[src/rtl/rst_wake_pkg.sv]
package rst_wake_pkg;
  typedef enum logic [1:0] {
    ST_HOLD = 2'd0,
    ST_RUN  = 2'd1,
    ST_WAKE = 2'd2
  } seqState_e;

  typedef struct packed {
    logic stabClear;
  } seqStrobe_t;
endpackage

[src/rtl/rst_wake_dp.sv]
module rst_wake_dp
  import rst_wake_pkg::*;
#(
  parameter int SYNC_STAGES = 2,
  parameter int FILT_LEN    = 4,
  parameter int STAB_CYCLES = 4096
) (
  input  logic       clk,
  input  logic       rstN,
  input  logic       pinN,
  input  logic       wdtReq,
  input  logic       oscValid,
  input  seqStrobe_t strb,
  input  logic       causeClrWe,
  input  logic [1:0] causeClrData,
  output logic       pinAsserted,
  output logic       stabDone,
  output logic [1:0] rstCause
);
  localparam int FW = (FILT_LEN > 2) ? $clog2(FILT_LEN) : 1;
  localparam int SW = $clog2(STAB_CYCLES + 1);
  localparam logic [FW-1:0] FILT_MAX = FW'(FILT_LEN - 1);
  localparam logic [SW-1:0] STAB_MAX = SW'(STAB_CYCLES);

  logic [SYNC_STAGES-1:0] syncChain;
  logic syncPin;
  logic filtLevel;
  logic [FW-1:0] filtCnt;
  logic [SW-1:0] stabCnt;

  genvar g;
  generate
    for (g = 0; g < SYNC_STAGES; g++) begin : g_sync
      always_ff @(posedge clk or negedge rstN) begin
        if (!rstN) syncChain[g] <= 1'b0;
        else if (g == 0) syncChain[g] <= pinN;
        else syncChain[g] <= syncChain[(g > 0) ? g - 1 : 0];
      end
    end
  endgenerate
  assign syncPin = syncChain[SYNC_STAGES-1];

  always_ff @(posedge clk or negedge rstN) begin
    if (!rstN) begin
      filtLevel <= 1'b0;
      filtCnt   <= '0;
    end else if (syncPin == filtLevel) begin
      filtCnt <= '0;
    end else if (filtCnt == FILT_MAX) begin
      filtLevel <= syncPin;
      filtCnt   <= '0;
    end else begin
      filtCnt <= filtCnt + 1'b1;
    end
  end
  assign pinAsserted = ~filtLevel;

  always_ff @(posedge clk or negedge rstN) begin
    if (!rstN) stabCnt <= '0;
    else if (strb.stabClear || !oscValid) stabCnt <= '0;
    else if (stabCnt != STAB_MAX) stabCnt <= stabCnt + 1'b1;
  end
  assign stabDone = (stabCnt == STAB_MAX);

  always_ff @(posedge clk or negedge rstN) begin
    if (!rstN) rstCause <= 2'b00;
    else begin
      if (pinAsserted) rstCause[0] <= 1'b1;
      else if (causeClrWe && causeClrData[0]) rstCause[0] <= 1'b0;
      if (wdtReq) rstCause[1] <= 1'b1;
      else if (causeClrWe && causeClrData[1]) rstCause[1] <= 1'b0;
    end
  end

  p_filter_window_r2: assert property (@(posedge clk) disable iff (!rstN)
    (filtLevel != $past(filtLevel)) |-> ($past(filtCnt) == FILT_MAX));
  p_stab_bound_r6: assert property (@(posedge clk) disable iff (!rstN)
    stabCnt <= STAB_MAX);
  p_osc_drop_r6: assert property (@(posedge clk) disable iff (!rstN)
    !oscValid |=> (stabCnt == '0));
  p_cause_sticky_r7: assert property (@(posedge clk) disable iff (!rstN)
    (rstCause[1] && !causeClrWe) |=> rstCause[1]);
endmodule

[src/rtl/rst_wake_ctrl.sv]
module rst_wake_ctrl
  import rst_wake_pkg::*;
(
  input  logic       clk,
  input  logic       rstN,
  input  logic       pinAsserted,
  input  logic       wdtReq,
  input  logic       oscValid,
  input  logic       initDone,
  input  logic       pdExitReq,
  input  logic       stabDone,
  output seqStrobe_t strb,
  output logic       coreRstN,
  output logic       clkRelease
);
  seqState_e state, nxt;
  logic rstEvent;

  assign rstEvent = pinAsserted | wdtReq;

  always_comb begin
    nxt  = state;
    strb = '0;
    case (state)
      ST_HOLD: begin
        strb.stabClear = rstEvent;
        if (!rstEvent && oscValid && stabDone && initDone) nxt = ST_RUN;
      end
      ST_RUN: begin
        if (rstEvent) begin
          nxt = ST_HOLD;
          strb.stabClear = 1'b1;
        end else if (pdExitReq) begin
          nxt = ST_WAKE;
          strb.stabClear = 1'b1;
        end
      end
      ST_WAKE: begin
        if (rstEvent) begin
          nxt = ST_HOLD;
          strb.stabClear = 1'b1;
        end else if (oscValid && stabDone) begin
          nxt = ST_RUN;
        end
      end
      default: nxt = ST_HOLD;
    endcase
  end

  always_ff @(posedge clk or negedge rstN) begin
    if (!rstN) state <= ST_HOLD;
    else state <= nxt;
  end

  assign coreRstN   = (state != ST_HOLD);
  assign clkRelease = (state == ST_RUN);

  p_source_holds_r1: assert property (@(posedge clk) disable iff (!rstN)
    (wdtReq || pinAsserted) |=> !coreRstN);
  p_release_gate_r3: assert property (@(posedge clk) disable iff (!rstN)
    $rose(coreRstN) |-> $past(oscValid && stabDone && initDone));
  p_pdexit_gate_r4: assert property (@(posedge clk) disable iff (!rstN)
    (clkRelease && pdExitReq && !rstEvent) |=> (!clkRelease && coreRstN));
  p_wake_stable_r4: assert property (@(posedge clk) disable iff (!rstN)
    $rose(clkRelease) |-> $past(oscValid && stabDone));
endmodule

[src/rtl/rst_wake_seq.sv]
module rst_wake_seq
  import rst_wake_pkg::*;
#(
  parameter int          SYNC_STAGES  = 2,
  parameter int          FILT_LEN     = 4,
  parameter int          STAB_CYCLES  = 4096,
  parameter int          ADDR_W       = 32,
  parameter logic [31:0] RESET_VECTOR = 32'h0000_0000
) (
  input  logic              clk,
  input  logic              porRstN,
  input  logic              extRstPinN,
  input  logic              wdtRstReq,
  input  logic              oscValid,
  input  logic              initDone,
  input  logic              pdExitReq,
  input  logic              causeClrWe,
  input  logic [1:0]        causeClrData,
  output logic              coreRstN,
  output logic              clkRelease,
  output logic [ADDR_W-1:0] fetchAddr,
  output logic [1:0]        rstCause
);
  seqStrobe_t strb;
  logic pinAsserted;
  logic stabDone;

  rst_wake_dp #(
    .SYNC_STAGES(SYNC_STAGES),
    .FILT_LEN(FILT_LEN),
    .STAB_CYCLES(STAB_CYCLES)
  ) dp_i (
    .clk(clk), .rstN(porRstN), .pinN(extRstPinN), .wdtReq(wdtRstReq),
    .oscValid(oscValid), .strb(strb), .causeClrWe(causeClrWe),
    .causeClrData(causeClrData), .pinAsserted(pinAsserted),
    .stabDone(stabDone), .rstCause(rstCause)
  );

  rst_wake_ctrl ctrl_i (
    .clk(clk), .rstN(porRstN), .pinAsserted(pinAsserted), .wdtReq(wdtRstReq),
    .oscValid(oscValid), .initDone(initDone), .pdExitReq(pdExitReq),
    .stabDone(stabDone), .strb(strb), .coreRstN(coreRstN),
    .clkRelease(clkRelease)
  );

  assign fetchAddr = RESET_VECTOR[ADDR_W-1:0];
endmodule

[config.mk]
export PLATFORM = sky130hd
export DESIGN_NAME = rst_wake_seq
export DESIGN_NICKNAME = d
export VERILOG_FILES = /design/src/rtl/rst_wake_pkg.sv /design/src/rtl/rst_wake_dp.sv /design/src/rtl/rst_wake_ctrl.sv /design/src/rtl/rst_wake_seq.sv
export SDC_FILE = /design/constraint.sdc
export NUM_CORES = 1
export LEC_CHECK = 0
export BUFFER_PORTS_ARGS = -buffer_cell sky130_fd_sc_hd__buf_2
export CORE_MARGIN = 8
export CORE_UTILIZATION = 43
export DETAILED_ROUTE_END_ITERATION = 16
export PLACE_DENSITY = 0.72
export SYNTH_ARGS = -nofsm -noshare
export SYNTH_HDL_FRONTEND = slang
export SYNTH_SLANG_ARGS = --single-unit
export TNS_END_PERCENT = 100
[constraint.sdc]
create_clock -name clk -period 1.65 [get_ports clk]
set_clock_uncertainty 0.1 [all_clocks]
set_input_delay 0.2475 -clock clk [delete_from_list [all_inputs] [get_ports clk]]
set_output_delay 0.2475 -clock clk [all_outputs]
set_load 0.03 [all_outputs]
Word-level counts from Yosys, hierarchy flattened --
Index checks and enable logic that the tools add are counted. W data, S select, Z words.
Storage, ports and cells: register bits 22, input port bits 10, output and inout bits 36, word-level logic and storage cells 56
Cells by class: $add $sub $neg 2, eq/ne operators 10, multiplexer cells 18, bitwise gates (word level) 3, reduce and logical (&&, ||, !) cells 15
Operator list (count):
- $mux W13 | 2
- $mux W2 | 7
- $add A13 B1 Y13 const B | 1
- $eq A13 B13 Y1 const B | 1
- $ne A13 B13 Y1 const B | 1
- $mux W1 | 7
- $logic_and A1 B1 Y1 | 6
- $pmux W2 S3 | 1
- $reduce_bool A2 Y1 | 3
- $eq A2 B2 Y1 const B | 2
- $ne A3 B1 Y1 const B | 1
- $ne A3 B2 Y1 const B | 1
- $pmux W1 S3 | 1
- $reduce_and A3 Y1 | 1
- $add A2 B1 Y2 const B | 1
- $eq A2 B1 Y1 const B | 1
- $logic_not A1 Y1 | 2
- $logic_not A2 Y1 | 1
- $ne A2 B1 Y1 const B | 1
- $ne A2 B2 Y1 const B | 1
- $not A1 Y1 | 2
- $reduce_and A2 Y1 | 1
- $eq A1 B1 Y1 | 1
- $logic_or A1 B1 Y1 | 1
- $or A1 B1 Y1 | 1

Logic depth before layout (Yosys ltp) --
word-level depth 8, mapped depth 6, depth with buffers taken out 6

Modules after synthesis --
From an unflattened synthesis, not the netlist that was laid out.
Unflattened totals: cells, all modules 143, area, all modules 1376.3 um^2
By module, submodules not included:
- rst_wake_dp | times used 1, cells an instance 96, area each 1006.0 um^2, seq. area each 500.5 um^2
- rst_wake_seq | times used 1, cells an instance 33, area each 244.0 um^2, seq. area each 0.0 um^2
- rst_wake_ctrl | times used 1, cells an instance 14, area each 126.4 um^2, seq. area each 50.0 um^2

Worst setup path after synthesis --
No wires, ideal clock.
path kind register -> register, start point register dp_i.stabCnt[0], end point register dp_i.stabCnt[12], setup time 0.078 ns, arrival 1.380 ns, data required time 1.472 ns, slack 0.093 ns, cell stages (with the launch flop) 6, path buffers 0, period minus slack after synthesis 1.557 ns, cells stage by stage dfrtp_1 ha_1 and3_1 nand4_4 or3_1 a21oi_1
Between the ends: word-level cells in the longest chain between the ends 3, elaborated cells on any way between the ends 5, those cells by class add/sub: 1; eq/ne: 1; mux: 2; reduce/logical: 1
Ends and longest elaborated chain:
- start: declaration | RTL line rst_wake_dp.sv:29 | logic [SW-1:0] stabCnt;
- start signal: assignment | RTL line rst_wake_dp.sv:61 | else if (stabCnt != STAB_MAX) stabCnt <= stabCnt + 1'b1;
- $add A13 B1 Y13 | RTL line rst_wake_dp.sv:61
- $mux W13 | RTL line rst_wake_dp.sv:61
- $mux W13 | RTL line rst_wake_dp.sv:60 | else if (strb.stabClear || !oscValid) stabCnt <= '0;
Several ways; a longest one is shown, not always the timed one. The select of a mux whose other input is x is not followed. A chain may end at the register's enable or synchronous reset.

Worst setup path in the final report --
start point register ctrl_i.state[0], end point output coreRstN
Between the ends: word-level cells in the longest chain between the ends 1
Ends and longest elaborated chain:
- start: declaration | RTL line rst_wake_ctrl.sv:16 | seqState_e state, nxt;
- start signal: assignment | RTL line rst_wake_ctrl.sv:52 | else state <= nxt;
- $reduce_bool A2 Y1 | RTL line rst_wake_ctrl.sv:55 | assign coreRstN = (state != ST_HOLD);
- end: declaration | RTL line rst_wake_seq.sv:19 | output logic coreRstN,
No other way between the ends.

==> summary.json <==
{
  "run_status": "finished, final reports clean",
  "grt_max_degree": 23,
  "min_path_type": "in2reg",
  "holdCritStartpoint": "wdtRstReq",
  "ctsLongestPathBuffers": 2,
  "drt_iter0_markers": 30,
  "die_footprint_um2": 5030,
  "synthAdderAreaFrac_pct": 2.89,
  "globalRouteTotalUtil_pct": 9.62,
  "r2r_setup_slack_ps": 70,
  "design.core.area_um2": 2950,
  "min_period_over_period_pct": 96.5,
  "timing.final.setup_violations": 0,
  "end_of_the_worst_register_to_register_path": "dp_i.stabCnt[12]$_DFFE_PN0P_",
  "timing.critical_path.slowest_stage_cell": "sky130_fd_sc_hd__dfrtp_2",
  "cts.htree.levels": 1,
  "synth.avg_cell_area_um2": 9.91,
  "final_net_count": 169,
  "post-place-cells": 179,
  "cts_tree": "yes",
  "r2r-start": "dp_i.stabCnt[1]$_DFFE_PN0P_",
  "wire_length_of_the_first_global_routing_pass_mm": 4.02,
  "rsz0062_at_grt": "yes",
  "cts_made_buffers": 3,
  "timing_max_transition_violations_final": 0,
  "dpl.hpwl_mm": 1.83,
  "worstHoldPathCells": 2,
  "timing_worst_setup_path_type": "reg2out",
  "sequential_share_of_the_synthesized_area_pct": 42.4,
  "cp_top_family": "flip-flops",
  "yosys.area_share.xor_xnor_pct": 6.74,
  "leakagePower_nw": 0.701,
  "critPathMaxStageDelay_ps": 470,
  "dr_total_vias": 876,
  "arrival_ps": 1250,
  "reg2reg_depth": 5,
  "cts.sink_count": 22,
  "synth_cell_type_count": 34,
  "compound_gate_portion_of_the_synthesized_area_pct": 5.01,
  "fp-row-count": 20,
  "worst_ir_drop_vdd_uv": 310,
  "non_filler_instance_count_after_layout": 188,
  "initial_core_util_pct": 44.0,
  "switching_share_pct": 32.5,
  "dr.pass1.iters": 4,
  "worstSetupEndpointType": "primary output",
  "worst_ep_required_time_ps": 1300,
  "detail_route.drc_violations": 0,
  "setup_total_negative_slack_ps": 0,
  "antennaDiodeCount": 0,
  "hold-path-endpoint": "dp_i.rstCause[1]$_DFFE_PN0P_",
  "synth-edff-count": 0,
  "share_comb_of_total_power_pct": 23.9,
  "relative_area_change_from_synthesis_to_final_layout_pct": 9.15,
  "routed_wire_length_per_instance_um": 12.8,
  "dominantRegCellSynth": "sky130_fd_sc_hd__dfrtp_1",
  "cts.reportedPaths.clkPinSlew_ps": 120,
  "timing.critical_path.cells": "or2_2, buf_2",
  "ctsRootBufferMaster": "sky130_fd_sc_hd__clkbuf_4",
  "post_synth_and_or_nand_nor_area_fraction_pct": 21.6,
  "fraction_of_layout_cells_with_a_size_suffix_above_1_pct": 24.5,
  "antenna_found_initial": 0,
  "synth.yosys.warnings": 0,
  "syn-instance-count": 131,
  "die_h_um": 71.0,
  "max-cap-violations": 0,
  "synth_top_family_by_area": "simple AND/OR/NAND/NOR gates",
  "chipWidth_um": 71.0,
  "critical_path_peak_fanout": 7,
  "pwr-share-clk_pct": 24.4,
  "fin_ws_ps": 57.0,
  "final.min_clock_period_ps": 1590,
  "final_hold_viol_count": 0,
  "worst_skew_pair.late_latency_ps": 310,
  "fin_total_pwr_mw": 1.20,
  "startpoint_type": "register",
  "globalplace.congestion": 0.816,
  "wl_mm": 2.41,
  "async_flop_share_pct": 100,
  "max_freq_mhz": 628,
  "power.switching_uw": 390,
  "muxShareOfSynthArea_pct": 1.64,
  "post_drt_via_cell_ratio": 4.66,
  "post_synth_instance_area_um2": 1300,
  "synth_seq_cells": 22,
  "combined_buffer_and_inverter_count_along_the_critical_path": 1,
  "cellPowerDensity_nw_per_um2": 846,
  "fin_util_pct": 48.0,
  "p_int_uw": 809,
  "numPortBuffers": 13,
  "globalRoute.totalOverflow": 0,
  "grt_pass1_vias": 891,
  "io_pins": 46,
  "drtAntennaViolNets": 0,
  "pwr-share-seq_pct": 51.7,
  "num-fill-cells": 285,
  "place_ws_ps": -2.79
}
==> layer usage <==
layer	vias up	part of all wire [%]	track usage [%]
li1	417	-	-
met1	420	38	9.54
met2	32	52	17.5
met3	7	8.0	3.67
met4	0	2.2	3.93
met5	-	0	0
==> power groups by stage <==
stage	combinational, mW	clock [mW]	sequential [mW]
final	0.286	0.293	0.620
after global placement	0.261	0	0.630
after floorplan	0.253	0	0.643
after CTS	0.274	0.304	0.623
after detailed placement	0.270	0	0.634
after global routing	0.322	0.323	0.628
==> cell usage in the layout, fill, tap and decap left out, types with 2 or more instances in the layout <==
cell type,instances
sky130_fd_sc_hd__ha_1,2
sky130_fd_sc_hd__o21ai_0,4
sky130_fd_sc_hd__xnor2_1,3
sky130_fd_sc_hd__buf_2,13
sky130_fd_sc_hd__nand3_1,3
sky130_fd_sc_hd__inv_1,2
sky130_fd_sc_hd__a21o_1,2
sky130_fd_sc_hd__dfrtp_1,21
sky130_fd_sc_hd__conb_1,32
sky130_fd_sc_hd__buf_4,7
sky130_fd_sc_hd__nand2_1,9
sky130_fd_sc_hd__dlygate4sd3_1,2
sky130_fd_sc_hd__nand3b_1,2
sky130_fd_sc_hd__xor2_1,7
sky130_fd_sc_hd__nand3_2,2
sky130_fd_sc_hd__nor4_2,2
sky130_fd_sc_hd__or3_1,2
sky130_fd_sc_hd__nor2_1,11
sky130_fd_sc_hd__clkbuf_4,3
sky130_fd_sc_hd__a21oi_1,6
==> repair_timing <==
action                                  4_1_cts  5_1_grt
endpoints found under the setup margin        1        5
hold endpoints to repair                     23        0
setup buffers                                 0        3
hold buffers                                  2        0
pin swaps                                     0        3
gates resized for setup                       1        6
==> cells by family (layout without fill, tap and decap cells) <==
logic type / Yosys count / after routing
flip-flops: 22 / 22
buffers and inverters: 35 / 28
adder cells (fa/ha/maj): 3 / 3
AND/OR/NAND/NOR: 46 / 46
multiplexers: 2 / 2
XOR/XNOR: 10 / 10
other: 1 / 32
AO/OA/AOI/OAI: 12 / 12
==> synth_stat cells, drive strengths merged, types with 2 or more instances <==
library cell  count  area share (%)
nand3             5             2.7
nor4              2            0.96
nand2             9             2.6
or3               2            0.96
and2              2             1.1
nand3b            2             1.2
a21oi             6             2.3
dfrtp            22              42
ha                3             2.9
and4              2             1.5
o21ai             4             1.5
inv               2            0.58
nor4b             2             1.8
buf              33              19
a21o              2             1.2
nor2             11             3.2
xnor2             3             2.0
xor2              7             4.7
nor2b             2            0.96
==> registers in the layout (all words and copies together), names as in the netlist <==
name,count
dp_i.rstCause,2
dp_i.filtLevel,1
dp_i.stabCnt,13
dp_i.syncChain,1
dp_i.filtCnt,2
ctrl_i.state,2
dp_i.syncPin,1
==> layout make-up <==
cell class                      instances  area (um2)  area share, %
Tap cell                               33        41.3           2.91
Inverter                                2        7.51          0.530
Sequential cell                        22         552           38.9
Multi-Input combinational cell        105         643           45.4
Timing Repair Buffer                   22         138           9.71
Clock buffer                            4        36.3           2.56
==> metrics by stage <==
stage | cell area (um2) | hold slack (ps)
CTS | 1370 | 23.5
finish | 1420 | 31.7
floorplan | 1420 | -148
global route | 1420 | 31.7
global placement | 1310 | 133
detailed placement | 1310 | 134
==> worst register-to-register path, cell delays in order, from the launching register on <==
cell and delay, ps:
sky130_fd_sc_hd__dfrtp_1 440, sky130_fd_sc_hd__ha_2 210, sky130_fd_sc_hd__and3_4 210, sky130_fd_sc_hd__nand4_4 110, sky130_fd_sc_hd__or3_1 310, sky130_fd_sc_hd__a21oi_1 140
==> how the worst max path moves through the flow <==
stage / start / end / cells past startpoint
finish: ctrl_i.state[0]$_DFFE_PN0P_ / coreRstN / 2
global route: dp_i.stabCnt[1]$_DFFE_PN0P_ / ctrl_i.state[0]$_DFFE_PN0P_ / 6
CTS: dp_i.stabCnt[0]$_DFFE_PN0P_ / dp_i.stabCnt[12]$_DFFE_PN0P_ / 5
detailed placement: dp_i.stabCnt[2]$_DFFE_PN0P_ / ctrl_i.state[0]$_DFFE_PN0P_ / 4
global placement: dp_i.stabCnt[0]$_DFFE_PN0P_ / dp_i.stabCnt[12]$_DFFE_PN0P_ / 5
floorplan: dp_i.stabCnt[0]$_DFFE_PN0P_ / dp_i.stabCnt[12]$_DFFE_PN0P_ / 5
Power figures use the tool's default switching activity.
